==> src/rtl/cfm_pkg.sv <==
package cfm_pkg;
  localparam int STAT_W   = 16;
  localparam int STAT_TOP = 13;  // overcurrent bit of channel 0
  localparam int MAX_CH   = 4;   // channels that fit between the pad bits

  function automatic int imax(input int a, input int b);
    return (a > b) ? a : b;
  endfunction

  function automatic int cw_for(input int n);
    return (n > 1) ? $clog2(n) : 1;
  endfunction
endpackage

==> src/rtl/cfm_oc_guard.sv <==
module cfm_oc_guard #(
  parameter int TW = 4
) (
  input  logic          clk,
  input  logic          rst_n,
  input  logic          oc_hit,
  input  logic          on_st,
  input  logic          auto_rst,
  input  logic [TW-1:0] dly_m1,
  input  logic          clr,
  output logic          oc_flag,
  output logic          out_en
);
  logic          shut;
  logic [TW-1:0] tmr;

  always_ff @(posedge clk) begin
    if (!rst_n) begin
      oc_flag <= 1'b0;
      shut    <= 1'b0;
      tmr     <= '0;
    end else begin
      oc_flag <= oc_hit | (oc_flag & ~clr);
      if (oc_hit) begin
        shut <= 1'b1;
        tmr  <= dly_m1;
      end else if (shut) begin
        if (auto_rst) begin
          if (tmr == '0) shut <= 1'b0;
          else           tmr  <= tmr - 1'b1;
        end else if (!oc_flag) begin
          shut <= 1'b0;
        end
      end
    end
  end

  assign out_en = on_st & ~shut;
endmodule

==> src/rtl/cfm_uld_filter.sv <==
module cfm_uld_filter #(
  parameter int ULD_T = 16
) (
  input  logic clk,
  input  logic rst_n,
  input  logic active,
  input  logic uc,
  input  logic clr,
  output logic uld_flag
);
  localparam int CW = cfm_pkg::cw_for(ULD_T);
  localparam logic [CW-1:0] LAST = CW'(ULD_T - 1);

  logic [CW-1:0] cnt;
  logic          hit;

  assign hit = active & uc & (cnt == LAST);

  always_ff @(posedge clk) begin
    if (!rst_n) begin
      cnt      <= '0;
      uld_flag <= 1'b0;
    end else begin
      if (active && uc) begin
        if (cnt != LAST) cnt <= cnt + 1'b1;
      end else begin
        cnt <= '0;
      end
      uld_flag <= hit | (uld_flag & ~clr);
    end
  end
endmodule

==> src/rtl/cfm_stat_pack.sv <==
module cfm_stat_pack #(
  parameter int N_CH = 4
) (
  input  logic [N_CH-1:0]            oc_v,
  input  logic [N_CH-1:0]            uld_v,
  output logic [cfm_pkg::STAT_W-1:0] word
);
  for (genvar k = 0; k < cfm_pkg::STAT_W; k++) begin : g_bit
    if (k <= cfm_pkg::STAT_TOP && k > cfm_pkg::STAT_TOP - 2 * N_CH) begin : g_used
      if (((cfm_pkg::STAT_TOP - k) % 2) == 0) begin : g_oc
        assign word[k] = oc_v[(cfm_pkg::STAT_TOP - k) / 2];
      end else begin : g_uld
        assign word[k] = uld_v[(cfm_pkg::STAT_TOP - k) / 2];
      end
    end else begin : g_pad
      assign word[k] = 1'b0;
    end
  end
endmodule

==> src/rtl/chan_fault_mon.sv <==
module chan_fault_mon #(
  parameter int N_CH  = 4,
  parameter int ULD_T = 50,
  parameter int DLY0  = 100,
  parameter int DLY1  = 200,
  parameter int DLY2  = 400,
  parameter int DLY3  = 800
) (
  input  logic                        clk,
  input  logic                        rst_n,
  input  logic [N_CH-1:0]             on_st,
  input  logic [N_CH-1:0]             oc_in,
  input  logic [N_CH-1:0]             uc_in,
  input  logic                        auto_rst,
  input  logic [1:0]                  rst_dly_sel,
  input  logic [N_CH-1:0]             uld_mask,
  input  logic                        rd_en,
  input  logic                        rd_clr,
  output logic [cfm_pkg::STAT_W-1:0]  rd_data,
  output logic [N_CH-1:0]             out_en,
  output logic                        glb_oc,
  output logic                        glb_uld
);
  import cfm_pkg::*;

  localparam int DMAX = imax(imax(DLY0, DLY1), imax(DLY2, DLY3));
  localparam int TW   = cw_for(DMAX);

  logic [TW-1:0]     dly_m1;
  logic              clr;
  logic [N_CH-1:0]   oc_sts;
  logic [N_CH-1:0]   uld_sts;
  logic [STAT_W-1:0] word;

  always_comb begin
    case (rst_dly_sel)
      2'd0:    dly_m1 = TW'(DLY0 - 1);
      2'd1:    dly_m1 = TW'(DLY1 - 1);
      2'd2:    dly_m1 = TW'(DLY2 - 1);
      default: dly_m1 = TW'(DLY3 - 1);
    endcase
  end

  assign clr = rd_en & rd_clr;

  for (genvar c = 0; c < N_CH; c++) begin : g_ch
    cfm_oc_guard #(.TW(TW)) u_oc (
      .clk      (clk),
      .rst_n    (rst_n),
      .oc_hit   (oc_in[c]),
      .on_st    (on_st[c]),
      .auto_rst (auto_rst),
      .dly_m1   (dly_m1),
      .clr      (clr),
      .oc_flag  (oc_sts[c]),
      .out_en   (out_en[c])
    );
    cfm_uld_filter #(.ULD_T(ULD_T)) u_uld (
      .clk      (clk),
      .rst_n    (rst_n),
      .active   (out_en[c]),
      .uc       (uc_in[c]),
      .clr      (clr),
      .uld_flag (uld_sts[c])
    );
  end

  cfm_stat_pack #(.N_CH(N_CH)) u_pack (
    .oc_v  (oc_sts),
    .uld_v (uld_sts),
    .word  (word)
  );

  always_ff @(posedge clk) begin
    if (!rst_n)     rd_data <= '0;
    else if (rd_en) rd_data <= word;
  end

  assign glb_oc  = |oc_sts;
  assign glb_uld = |(uld_sts & ~uld_mask);
endmodule

==> config.mk <==
export PLATFORM = sky130hd
export DESIGN_NAME = chan_fault_mon
export DESIGN_NICKNAME = d
export VERILOG_FILES = /design/src/rtl/cfm_pkg.sv /design/src/rtl/cfm_oc_guard.sv /design/src/rtl/cfm_uld_filter.sv /design/src/rtl/cfm_stat_pack.sv /design/src/rtl/chan_fault_mon.sv
export SDC_FILE = /design/constraint.sdc
export NUM_CORES = 1
export LEC_CHECK = 0
export ABC_AREA = 1
export ABC_CLOCK_PERIOD_IN_PS = 4300
export BUFFER_PORTS_ARGS = -buffer_cell sky130_fd_sc_hd__buf_2
export CAP_MARGIN = 20
export CORE_MARGIN = 4
export CORE_UTILIZATION = 50
export DETAILED_ROUTE_END_ITERATION = 8
export GPL_TIMING_DRIVEN = 0
export PLACE_DENSITY = 0.73
export RECOVER_POWER = 50
export SYNTH_ARGS = -nofsm -noshare
export SYNTH_HDL_FRONTEND = slang
export SYNTH_HIERARCHICAL = 1
export SYNTH_SLANG_ARGS = --single-unit
==> constraint.sdc <==
create_clock -name clk -period 4.3 [get_ports clk]
set_input_delay 0.43 -clock clk [delete_from_list [all_inputs] [get_ports clk]]
set_output_delay 0.43 -clock clk [all_outputs]
set_load 0.02 [all_outputs]
======== Yosys cells after proc, flatten, opt, wreduce, memory -nomap -nowiden ========
Index checks and enable logic that the tools add are counted.
storage, ports and cells
  register bits ........................... 84
  bits in latches ......................... 0
  memory bits (writable) .................. 0
  ROM bits ................................ 0
  input port bits ......................... 23
  output and inout port bits .............. 22
  logic and storage cells ................. 143
  memories ................................ 0
operators by class
  add/sub/neg operators ................... 8
  $mul .................................... 0
  divide/modulo/power cells ............... 0
  magnitude comparators ................... 0
  equal/unequal tests ..................... 14
  shift-type cells ........................ 0
  multiplexer cells ....................... 37
  bitwise operators ....................... 36
  reductions and logical operators ........ 27
operators with widths
  kind                     number
  $mux W10                 16
  $logic_not A10 Y1        4
  $sub A10 B1 Y10 const B  4
  $pmux W10 S3             1
  $add A6 B1 Y6 const B    4
  $eq A6 B6 Y1 const B     4
  $ne A6 B6 Y1 const B     4
  $and A1 B1 Y1            21
  $mux W1                  20
  $reduce_bool A2 Y1       8
  $reduce_and A3 Y1        4
  $ne A2 B2 Y1 const B     4
  $or A1 B1 Y1             8
  $reduce_and A2 Y1        4
  $reduce_or A4 Y1         2
  $not A1 Y1               5
  $and A4 B4 Y4            1
  $logic_and A1 B1 Y1      4
  $not A4 Y4               1
  $eq A2 B1 Y1 const B     1
  $eq A2 B2 Y1 const B     1
  $logic_not A2 Y1         1

======== Longest topological paths before layout ========
  depth after elaboration ................. 5
  gate-level depth with buffers ........... 10
  gate-level depth less buffers ........... 10

======== Cells and area by module ========
Netlist, hierarchy kept.
by module, submodules not included
  module          instances  cells an instance  area an instance (um^2)  seq. area each (um^2)
  cfm_oc_guard    4          125                753.2                    240.2
  cfm_uld_filter  4          46                 346.6                    140.1
  chan_fault_mon  1          98                 711.9                    320.3
  cfm_stat_pack   1          17                 123.9                    0.0

======== Worst setup path after synthesis ========
OpenSTA, ideal clock, no wires.
  path type ............................... input to register
  start point ............................. input port rst_dly_sel[0]
  end point ............................... register g_ch[0].u_oc.tmr[3]
  library setup time ...................... 0.123 ns
  data arrival time ....................... 1.318 ns
  data required time ...................... 4.177 ns
  path slack .............................. 2.859 ns
  stages .................................. 6
  path buffers ............................ 0
  path through ............................ ha_1 > or2_2 > nand2_1 > o21ai_0 > nand2_1 > a21oi_1
on the way
  longest elaborated chain between the ends .. 3
ends and longest elaborated chain
  item                                  RTL line              text
  from (decl)                           chan_fault_mon.sv:15  input logic [1:0] rst_dly_sel,
  $eq A2 B2 Y1 (tied with other cells)  chan_fault_mon.sv:36  case (rst_dly_sel)
  $pmux W10 S3 *                        chan_fault_mon.sv:36
  via dly_m1[3]                         chan_fault_mon.sv:29  logic [TW-1:0] dly_m1;
  $mux W10 *                            cfm_oc_guard.sv:24    if (oc_hit) begin
  to (signal assigned)                  cfm_oc_guard.sv:26    tmr <= dly_m1;
  to (signal assigned)                  cfm_oc_guard.sv:30    else tmr <= tmr - 1'b1;
  to (decl)                             cfm_oc_guard.sv:15    logic [TW-1:0] tmr;
The timed path passes the listed nets; every way through them passes the cells marked *.
A chain may end at the register's enable or synchronous reset.

==> reports/metrics.csv <==
metric,value,unit
status,finished with violations,
violations,"capacitance limit, slew limit",
synth-seq-cells,92,
num_antenna_cells,0,
io_pins,45,
synth_top_family_by_area,simple AND/OR/NAND/NOR gates,
yosysUniqueCellTypes,27,
ys.flop_type,dfxtp_1,
leakagePower,0.00268,uW
rsz0062_at_grt,no,
synth.area.mux_share,0,%
min_path_cells,3,
ys_top_cells_by_area,"dfxtp_1, nand2_1, nor2_1, inv_1, nand3_1",
use_met1,28.0,%
yosysWarnings,6,
grt_max_degree,36,
cts-root-buf,clkbuf_8,
grt_pass1_wl,19700,um
rows,37,
synth_top_cell_area_share,35.2,%
total_power,1890,uW
track_usage,20.1,%
die_x,110,um
synth-compound-area-share,14.1,%
clk_path_buf_depth,2,
synth_area,5240,um2
dp_hpwl,8420,um
synth_top_cell_by_area,dfxtp_1,
cts_sinks,92,
cp_cell_sequence,clkbuf_1 -> inv_1 -> nor2_1 -> o21ai_0 -> a21oi_1,
cts_setup_buffers,0,
post_drt_wl_per_cell,11.5,um
numCtsBuffers,9,
dr.pass1.iters,5,
min_path_type,input port to flip-flop,
startpoint_type,input port,
use_met3,3.15,%
worstSetupPathType,input port to flip-flop,
cpMaxStageDelayCell,clkbuf_1,
postLayoutCellArea,5810,um2
start_util,50.9,%
synthCells,799,
timing.final.crit_share,51.8,%
fmax,449,MHz
area_delta_synth_final,10.9,%
cts_resized,0,
drt_iter0_markers,297,
reg2reg_from,g_ch[1].u_oc/tmr[0],
nNetsFinal,908,
synth-xor-area-share,1.34,%
syn_area_per_cell,6.55,um2
final_antenna_net_count,0,
ys_seq_area_share,35.2,%
num_vias,4925,
synthAdderAreaFrac,4.06,%
final-setup-viol-count,0,
antenna_found_initial,0,
gp_congestion,0.861,
use_met2,32.1,%
drive_gt1_share,11.4,%
placement.cell_area,5680,um2
core-area,10300,um2
peakVddDrop,0.142,mV
die_area,12200,um2
cts_tree,done,
power_density,326,nW/um2
grt.busiest_layer,met2,
slowest_delay,1.16,ns
period_minus_slack,2.23,ns
setup-tns-final,0,ns
slew_headroom,-9.90,%
h-tree-depth,3,
postCtsHoldBufs,0,
die_h,110,um
vias_per_cell,4.89,
tightest_slew,1.65,ns
grt_pass1_vias,4275,
clk_pin_slew,0.09,ns
crit_required,4.59,ns
clock_skew,0.00618,ns
cp_max_fo,35,
synth_edf_count,0,
drc,0,
r2r_cells,10,
crit_path_start,rst_n,
arrival,2.52,ns
ys_async_sr_fraction,0,%
synthSimpleGateAreaFrac,34.4,%
endpoint_kind,flip-flop,
hold_start,uc_in[2],
wirelength,11600,um
portBuffers,44,
finalHoldViolCount,0,
insertion_delay,0.36,ns
grt-ovfl-total,0,
drv_slew,36,
maxCapViolCount,1,
n_fill_cell,1055,
==> cell usage in the layout, fill, tap and decap left out, types with 4 or more instances in the layout <==
| master | count |
|---|---|
| xor2_1 | 4 |
| nand3_2 | 4 |
| o21ai_1 | 6 |
| a21oi_4 | 4 |
| xnor2_1 | 4 |
| nand3b_1 | 8 |
| nand3_1 | 64 |
| nand4_1 | 4 |
| clkbuf_1 | 22 |
| a21oi_1 | 56 |
| dfxtp_1 | 92 |
| clkbuf_8 | 10 |
| inv_1 | 102 |
| nor3_1 | 12 |
| nand2_2 | 8 |
| ha_1 | 17 |
| buf_2 | 31 |
| nand2_1 | 185 |
| conb_1 | 16 |
| buf_4 | 17 |
| o21bai_1 | 4 |
| nor2_1 | 111 |
| nor2_2 | 17 |
| o21ai_0 | 66 |
==> final timing paths <==
kind | end | slack (ns)
hold / removal | g_ch[2].u_uld/cnt[5] | 0.41
setup reg to reg | g_ch[1].u_oc/tmr[1] | 2.57
setup / recovery | g_ch[1].u_oc/tmr[5] | 2.07
hold reg to reg | g_ch[3].u_oc/tmr[6] | 0.49
==> power by group <==
part / switching [uW] / internal [uW] / leakage (uW) / total [uW]
registers: 43.7 / 902 / 0.000756 / 946
clock network: 311 / 225 / 0.0000925 / 537
logic: 263 / 145 / 0.00184 / 408
total: 619 / 1270 / 0.00268 / 1890
==> area by class of cell <==
| type | count | area [um2] | share of cell area (%) |
|---|---|---|---|
| Timing Repair Buffer | 44 | 199 | 3.43 |
| Sequential cell | 92 | 1840 | 31.7 |
| Clock buffer | 10 | 138 | 2.37 |
| Tap cell | 136 | 170 | 2.93 |
| Clock inverter | 5 | 36.3 | 0.625 |
| Multi-Input combinational cell | 591 | 2860 | 49.2 |
| Inverter | 103 | 387 | 6.66 |
| Buffer | 27 | 178 | 3.06 |
==> Yosys cell counts (all sizes together), types with 5 or more instances <==
master	instances
nand2	193
nor2	128
inv	103
dfxtp	92
o21ai	72
nand3	68
a21oi	60
buf	22
ha	17
nor3	12
nand3b	8
clkbuf	5
==> sequential cells by signal (all words and copies together), names as in the netlist <==
register	flops
g_ch.u_oc/oc_flag	4
g_ch.u_oc/shut	4
g_ch.u_oc/tmr	40
g_ch.u_uld/cnt	24
g_ch.u_uld/uld_flag	4
rd_data	16
==> stage by stage <==
step / instances / util (%) / hold slack (ns) / setup WS [ns]
finish: 1008 / 56.5 / 0.413 / 2.07
detailed placement: 993 / 55.2 / 0.472 / 2.39
global placement: 993 / 55.2 / 0.460 / 2.40
global route: 1008 / 56.5 / 0.423 / 1.72
floorplan: 813 / - / 0.445 / 2.86
CTS: 1008 / 56.9 / 0.341 / 2.59
==> worst max-delay path, delay by kind of cell <==
kind                   cells  cell delay (ns)
AOI/OAI and AO/OA          2             0.20
buffers and inverters      2             1.66
and+or+nand+nor            1             0.21
==> metal layers <==
metal,up-vias,wire length [um]
met5,-,0
met4,0,150
met3,9,450
met2,68,5370
met1,2191,5640
li1,2657,-
==> logic make-up after synthesis <==
family	after synthesis
AOI/OAI and AO/OA	136
xor gates and xnor gates	8
adders and majority gates	17
buffers and inverters	130
DFF	92
other	2
and+or+nand+nor	414
Power figures use the tool's default switching activity.
